==> src/rtl/rcc_pkg.sv <==
package rcc_pkg;
   localparam int NSRC  = 7;
   localparam int REG_W = 8;
   localparam int B_PIN   = 0;
   localparam int B_SUP   = 1;
   localparam int B_MCD   = 2;
   localparam int B_WDT   = 3;
   localparam int B_SW    = 4;
   localparam int B_CMP   = 5;
   localparam int B_FLASH = 6;
   localparam logic [NSRC-1:0] POR_CAUSE = NSRC'(1) << B_SUP;
endpackage

==> src/rtl/rcc_req_gate.sv <==
module rcc_req_gate
   import rcc_pkg::*;
(
   input  logic            pin_req,
   input  logic            sup_req,
   input  logic            mcd_req,
   input  logic            wdt_req,
   input  logic            cmp_req_n,
   input  logic            flash_req,
   input  logic            sw_req,
   input  logic            en_sup,
   input  logic            en_mcd,
   input  logic            en_cmp,
   output logic [NSRC-1:0] req_vec
);
   always_comb begin
      req_vec          = '0;
      req_vec[B_PIN]   = pin_req;
      req_vec[B_SUP]   = sup_req & en_sup;
      req_vec[B_MCD]   = mcd_req & en_mcd;
      req_vec[B_WDT]   = wdt_req;
      req_vec[B_SW]    = sw_req;
      req_vec[B_CMP]   = ~cmp_req_n & en_cmp;
      req_vec[B_FLASH] = flash_req;
   end
endmodule

==> src/rtl/rcc_prio.sv <==
module rcc_prio #(
   parameter int N     = 7,
   parameter int BOOST = 1
) (
   input  logic [N-1:0] req,
   output logic [N-1:0] win
);
   function automatic logic [N-1:0] beats(input int i);
      logic [N-1:0] m;
      m = '0;
      for (int j = 0; j < N; j++)
         if (i != BOOST && (j == BOOST || j < i)) m[j] = 1'b1;
      return m;
   endfunction

   generate
      if (BOOST < 0 || BOOST >= N) begin : g_bad_boost
         $error("rcc_prio: BOOST out of range");
      end
      for (genvar i = 0; i < N; i++) begin : g_rank
         localparam logic [N-1:0] OVER = beats(i);
         assign win[i] = req[i] & ~(|(req & OVER));
      end
   endgenerate
endmodule

==> src/rtl/rcc_stretch.sv <==
module rcc_stretch #(
   parameter int HOLD = 16
) (
   input  logic clk,
   input  logic rst_n,
   input  logic req_any,
   output logic active,
   output logic first
);
   localparam int CNT_W = $clog2(HOLD + 1);
   localparam logic [CNT_W-1:0] LOAD = CNT_W'(HOLD);

   logic [CNT_W-1:0] cnt_q;

   always_ff @(posedge clk or negedge rst_n) begin
      if (!rst_n)              cnt_q <= LOAD;
      else if (req_any)        cnt_q <= LOAD;
      else if (cnt_q != '0)    cnt_q <= cnt_q - 1'b1;
   end

   assign active = (cnt_q != '0);
   assign first  = req_any & ~active;
endmodule

==> src/rtl/rst_cause_ctrl.sv <==
module rst_cause_ctrl
   import rcc_pkg::*;
#(
   parameter int HOLD_CYCLES = 16,
   parameter bit RDATA_REG   = 1'b1
) (
   input  logic             clk,
   input  logic             por_n,
   input  logic             pin_req,
   input  logic             sup_req,
   input  logic             mcd_req,
   input  logic             wdt_req,
   input  logic             cmp_req_n,
   input  logic             flash_req,
   input  logic             reg_wr,
   input  logic             reg_rd,
   input  logic [REG_W-1:0] reg_wdata,
   output logic [REG_W-1:0] reg_rdata,
   output logic             sup_mon_en,
   output logic             mcd_en,
   output logic             sys_rst
);
   generate
      if (HOLD_CYCLES < 1) begin : g_bad_hold
         $error("rst_cause_ctrl: HOLD_CYCLES must be at least 1");
      end
      if (REG_W != NSRC + 1) begin : g_bad_width
         $error("rst_cause_ctrl: register width must be sources plus one");
      end
   endgenerate

   logic            wr_ok, sw_req, req_any, first;
   logic            en_cmp_q;
   logic [NSRC-1:0] req_vec, win, cause_q;
   logic [REG_W-1:0] read_val;
   logic            unused_wdata;

   assign wr_ok        = reg_wr & ~sys_rst;
   assign sw_req       = wr_ok & reg_wdata[B_SW];
   assign unused_wdata = ^{reg_wdata[REG_W-1], reg_wdata[B_PIN], reg_wdata[B_WDT], reg_wdata[B_FLASH]};

   rcc_req_gate u_gate (
      .pin_req   (pin_req),
      .sup_req   (sup_req),
      .mcd_req   (mcd_req),
      .wdt_req   (wdt_req),
      .cmp_req_n (cmp_req_n),
      .flash_req (flash_req),
      .sw_req    (sw_req),
      .en_sup    (sup_mon_en),
      .en_mcd    (mcd_en),
      .en_cmp    (en_cmp_q),
      .req_vec   (req_vec)
   );

   rcc_prio #(.N(NSRC), .BOOST(B_SUP)) u_prio (
      .req (req_vec),
      .win (win)
   );

   assign req_any = |req_vec;

   rcc_stretch #(.HOLD(HOLD_CYCLES)) u_stretch (
      .clk     (clk),
      .rst_n   (por_n),
      .req_any (req_any),
      .active  (sys_rst),
      .first   (first)
   );

   always_ff @(posedge clk or negedge por_n) begin
      if (!por_n)     cause_q <= POR_CAUSE;
      else if (first) cause_q <= win;
   end

   always_ff @(posedge clk or negedge por_n) begin
      if (!por_n) begin
         sup_mon_en <= 1'b1;
         mcd_en     <= 1'b0;
         en_cmp_q   <= 1'b0;
      end else if (wr_ok) begin
         sup_mon_en <= reg_wdata[B_SUP];
         mcd_en     <= reg_wdata[B_MCD];
         en_cmp_q   <= reg_wdata[B_CMP];
      end
   end

   assign read_val = {1'b0, cause_q};

   generate
      if (RDATA_REG) begin : g_rd_flop
         always_ff @(posedge clk or negedge por_n) begin
            if (!por_n)      reg_rdata <= '0;
            else if (reg_rd) reg_rdata <= read_val;
         end
      end else begin : g_rd_comb
         assign reg_rdata = reg_rd ? read_val : '0;
      end
   endgenerate
endmodule


==> config.mk <==
export PLATFORM = sky130hd
export DESIGN_NAME = rst_cause_ctrl
export DESIGN_NICKNAME = d
export VERILOG_FILES = /design/src/rtl/rcc_pkg.sv /design/src/rtl/rcc_req_gate.sv /design/src/rtl/rcc_prio.sv /design/src/rtl/rcc_stretch.sv /design/src/rtl/rst_cause_ctrl.sv
export SDC_FILE = /design/constraint.sdc
export NUM_CORES = 1
export LEC_CHECK = 0
export BUFFER_PORTS_ARGS = -buffer_cell sky130_fd_sc_hd__buf_2
export CORE_MARGIN = 10
export CORE_UTILIZATION = 30
export CTS_CLUSTER_DIAMETER = 80
export DETAILED_ROUTE_END_ITERATION = 8
export PLACE_DENSITY = 0.57
export SYNTH_ARGS = -nofsm -noshare
export SYNTH_HDL_FRONTEND = slang
export SYNTH_SLANG_ARGS = --single-unit
==> constraint.sdc <==
create_clock -name clk -period 1.35 [get_ports clk]
set_input_delay 0.2025 -clock clk [delete_from_list [all_inputs] [get_ports clk]]
set_output_delay 0.2025 -clock clk [all_outputs]
set_load 0.02 [all_outputs]
Word level (Yosys, flattened, before mapping):

Cells that the tools add are included.

* bits of input ports: 18
* word-level logic and storage cells: 37
* flip-flop bits (word level): 22
* output and inout port bits: 11

* multiplexer cells: 2
* reduce and logical (&&, ||, !) cells: 8
* bitwise logic cells: 20
* $add $sub $neg: 1

Operator list (number)
* bitwise AND 1 bit: 12
* 2-to-1 mux 5 bit: 2
* NOT 1 bit: 8
* OR reduction 7 bit: 1
* OR reduction 6 bit: 1
* nonzero test 5 bit: 1
* OR reduction 5 bit: 1
* subtractor 5 x 1 -> 5 bit, second input constant: 1
* OR reduction 4 bit: 1
* OR reduction 3 bit: 1
* nonzero test 2 bit: 1
* OR reduction 2 bit: 1

Longest topological paths before layout:

* depth after elaboration: 7
* mapped depth: 7
* mapped depth without buffers: 6

Modules after synthesis:

A second synthesis with hierarchy kept.

* cell total of the unflattened synthesis: 85
* area total of the unflattened synthesis: 1149.9 µm²

By module, submodules not included
* rst_cause_ctrl: seq. area each 427.9 µm², area an instance 752.0 µm², instances 1, cells each 43
* rcc_stretch: seq. area each 126.4 µm², area an instance 267.8 µm², instances 1, cells each 26
* rcc_prio: seq. area each 0.0 µm², area an instance 73.8 µm², instances 1, cells each 9
* rcc_req_gate: seq. area each 0.0 µm², area an instance 56.3 µm², instances 1, cells each 7

Least setup slack after synthesis:

No wires, ideal clock.

* path kind: reg-to-reg
* from: reg u_stretch.cnt_q[0]
* to: reg cause_q[3]
* stages on the path, launching flop included: 7
* required time: 1.214 ns
* setup slack: -0.136 ns
* period minus slack after synthesis: 1.486 ns
* path buffers: 0
* library setup time: 0.136 ns
* arrival time: 1.350 ns
* cell sequence: dfrtp_1 inv_1 ha_1 nor4b_4 inv_2 a31oi_2 o32ai_1

* word-level cells in the longest chain between the ends: 6

Ends and longest elaborated chain
* start, declared: line rcc_stretch.sv:13 `logic [CNT_W-1:0] cnt_q;`
* start signal, assigned: line rcc_stretch.sv:18 `else if (cnt_q != '0) cnt_q <= cnt_q - 1'b1;`
* nonzero test 5 bit *: line rcc_stretch.sv:21 `assign active = (cnt_q != '0);`
* via sys_rst: line rst_cause_ctrl.sv:21 `output logic sys_rst`
* NOT 1 bit *: line rcc_stretch.sv:22, rst_cause_ctrl.sv:38
* bitwise AND 1 bit: line rst_cause_ctrl.sv:38 `assign wr_ok = reg_wr & ~sys_rst;`
* bitwise AND 1 bit: line rst_cause_ctrl.sv:39 `assign sw_req = wr_ok & reg_wdata[B_SW];`
* OR reduction 7 bit: line rst_cause_ctrl.sv:61 `assign req_any = |req_vec;`
* bitwise AND 1 bit *: line rcc_stretch.sv:22 `assign first = req_any & ~active;`
* end signal, assigned: line rst_cause_ctrl.sv:73 `else if (first) cause_q <= win;`
* end, declared: line rst_cause_ctrl.sv:34 `logic [NSRC-1:0] req_vec, win, cause_q;`

The timed path passes the listed nets; every way through them passes the cells marked *.
A chain may end at the register's enable or synchronous reset.

Final worst setup path:

* from: reg u_stretch.cnt_q[0]
* to: reg cause_q[3]

* word-level cells in the longest chain between the ends: 6

Ends and longest elaborated chain (line)
* nonzero test 5 bit *: rcc_stretch.sv:21
* NOT 1 bit *: rcc_stretch.sv:22, rst_cause_ctrl.sv:38
* bitwise AND 1 bit: rst_cause_ctrl.sv:38
* bitwise AND 1 bit: rst_cause_ctrl.sv:39
* OR reduction 7 bit: rst_cause_ctrl.sv:61
* bitwise AND 1 bit *: rcc_stretch.sv:22

Mark *: on every way between the ends. The rest lies on a longest branch, timed or not.

==> flow_summary_export.csv <==
group,metric,value,unit
setup_path,required,1.56,ns
job,cap_violations,0,
status,failed_checks,"setup timing",
floorplanning,start_util,31.0,%
power_and_ir_drop,power_density,1450,nW/um2
global_route,grt_start_max_net_pins,23,
logic_synthesis,syn_nets,108,
routing,wl_per_cell,14.0,um
clocking,cts_sinks,22,
clocking,clk_latency,0.32,ns
routing,finalWirelength,2540,um
routing,dr.pass1.iters,4,
global_route,grt_pass1_vias,927,
floorplanning,ios,29,
logic_synthesis,yosysTopAreaCell,"dfrtp_1",
floorplanning,die_w,78.5,um
timing,hold_violations,0,
logic_synthesis,netlist.area_leader.share,46.3,%
setup_path,critPathMaxFanout,5,
setup_path,reg2reg_slack,-0.24,ns
timing,setup_ws,-0.242,ns
logic_synthesis,syn_inst,89,
cells_and_area,final_cells,181,
worst_hold_path,hp-start,"reg_wdata[2]",
power_and_ir_drop,vdd_drop_max,0.373,mV
logic_synthesis,yosys_warnings,0,
routing,dr_total_vias,831,
routing,drt_iter0_drc,25,
clocking,cts_tree,"built",
logic_synthesis,synth_area,1030,um2
floorplanning,fp-row-count,21,
logic_synthesis,postSynthAreaPerCell,11.5,um2
logic_synthesis,synth_ff_type,"dfrtp_1",
logic_synthesis,yosysMostFrequentCell,"dfrtp_1",
logic_synthesis,yosys-top-cells-area,"dfrtp_1 (46%), mux2_2 (11%), dfstp_2 (7.7%), a21oi_1 (2.9%), inv_1 (2.9%)",
cells_and_area,n_antenna_cell,0,
timing,hold_slack,0.113,ns
clocking,htree_levels,1,
setup_path,start_kind,"flop",
setup_path,worstSetupPathType,"flop to flop",
global_route,grt_overflow,0,
floorplanning,die_area,6160,um2
timing,finalCriticalPeriod,1.59,ns
timing,fmax,0.628,GHz
worst_hold_path,hold_class,"input port to flop",
place,gp_congestion,0.741,
routing,viasPerCell,4.59,
floorplanning,die_y,78.5,um
setup_path,r2r-start,"u_stretch.cnt_q[0]$_DFFE_PN0P_",
routing,drc,0,
place,hpwlAfterDp,1790,um
setup_path,r2r.worst_path.cells,8,
logic_synthesis,synth_cell_types,33,
status,status,"complete, but fails checks",
cells_and_area,layout.nets,155,
timing,final-setup-viol-count,16,
power_and_ir_drop,total_leakage_power,0.745,nW
cells_and_area,drive_gt1_share,66.7,%
logic_synthesis,netlist_top_cells_count,"dfrtp_1 (19), mux2_2 (10), inv_1 (8)",
clocking,cts_max_path_buffers,2,
worst_hold_path,hold-path-cell-count,2,
global_route,track_usage,8.42,%
clocking,clk_pin_slew,0.12,ns
logic_synthesis,synth-edff-count,0,
logic_synthesis,async_flop_share,100,%
timing,maxSlewViolCount,0,
global_route,antenna_found_initial,0,
place,dp.cells,168,
place,port_buffers,23,
power_and_ir_drop,finalPower,0.00224,W
setup_path,crit_path_end_kind,"flop",
clocking,cts_buffers,3,
global_route,grt_pass1_wl,4190,um
timing,final.period_utilization,118,%
setup_path,r2r_end,"cause_q[3]$_DFFE_PN0P_",
cells_and_area,syn2layout_area_growth,50.5,%
cells_and_area,final_core_util,46.7,%
routing,drtAntennaViolNets,0,
clocking,root_buffer,"clkbuf_4",
logic_synthesis,ys_ff_latch,22,
floorplanning,core,3310,um2
setup_path,cp.arrival,1.81,ns
timing,rsz0062_at_grt,"yes",
timing,finalClockSkew,0.00707,ns
worst_hold_path,hold_path_end,"mcd_en$_DFFE_PN0N_",
logic_synthesis,yosysSeqAreaShare,54.0,%
## layer usage
metal	global-route usage [%]	vias up	part of all wire (%)
met5	0	-	0
met2	15.3	20	55
met3	3.08	4	6.9
met4	5.56	0	2.1
li1	-	404	-
met1	7.72	403	36
## cell type report
cell class	instances	area (um2)
fill	319	1760
multi-input combinational	55	547
clock buffer	4	36.3
inverter	9	33.8
tap	46	57.6
sequential	22	554
timing repair buffer	45	318
## kinds of logic after synthesis
family	count (synthesis)	synth area share (%)
and+or+nand+nor	26	17.8
DFF	22	54.0
AOI/OAI and AO/OA	16	9.99
buffers and inverters	12	4.87
muxes	10	11.0
adders and majority gates	1	1.22
other	1	0.365
xor gates and xnor gates	1	0.853
## worst max-delay path: stages, from the launching register on
cell and delay [ns]:
dfrtp_1 0.41, inv_2 0.09, ha_4 0.13, nor4b_4 0.23
inv_2 0.08, buf_4 0.14, buf_6 0.13, a31oi_4 0.19
o32ai_2 0.10
## what timing repair did
action,CTS,global route
hold buffers,1,0
hold endpoints to repair,19,0
pin swaps,5,8
setup endpoints to repair,16,17
gates resized for setup,20,18
setup buffers,4,6
## registers in the layout, summed over array words and instances (netlist names)
name / count
cause_q: 7
mcd_en: 1
en_cmp_q: 1
u_stretch.cnt_q: 5
reg_rdata: 7
sup_mon_en: 1
## how the worst max path moves through the flow
| stage | start | to | slack, ns | depth (start not counted) |
|---|---|---|---|---|
| 6_report | u_stretch.cnt_q[0]$_DFFE_PN0P_ | cause_q[3]$_DFFE_PN0P_ | -0.24 | 8 |
| 3_3_place_gp | u_stretch.cnt_q[0]$_DFFE_PN0P_ | mcd_en$_DFFE_PN0N_ | -0.16 | 5 |
| 5_1_grt | u_stretch.cnt_q[0]$_DFFE_PN0P_ | sys_rst | -0.32 | 5 |
| 3_5_place_dp | u_stretch.cnt_q[0]$_DFFE_PN0P_ | cause_q[4]$_DFFE_PN0P_ | -0.22 | 6 |
| 2_1_floorplan | u_stretch.cnt_q[0]$_DFFE_PN0P_ | cause_q[4]$_DFFE_PN0P_ | -0.11 | 6 |
| 4_1_cts | u_stretch.cnt_q[0]$_DFFE_PN0P_ | sys_rst | -0.22 | 5 |
## cell usage in the layout (no fill, tap or decap), types with 3 or more instances in the layout
cell type / count
buf_6: 8
a21oi_1: 3
dfstp_2: 3
dfrtp_1: 19
o21ai_1: 3
inv_1: 6
clkbuf_4: 3
a21oi_2: 3
buf_2: 21
mux2_2: 10
buf_4: 15
inv_2: 3
## through the flow
| step | TNS [ns] | area, um2 | worst slack [ns] |
|---|---|---|---|
| after floorplan | -0.612 | 1040 | -0.106 |
| after global placement | -1.54 | 1290 | -0.158 |
| after detailed placement | -1.99 | 1290 | -0.216 |
| after CTS | -1.47 | 1450 | -0.220 |
| after global routing | -3.77 | 1550 | -0.319 |
| final | -2.67 | 1550 | -0.242 |
## power by group
group | switching, W | internal (W) | total [W]
logic | 0.000457 | 0.000457 | 0.000915
clock network | 0.000201 | 0.000165 | 0.000366
registers | 0.0000986 | 0.000864 | 0.000963
Power figures use the tool's default switching activity.
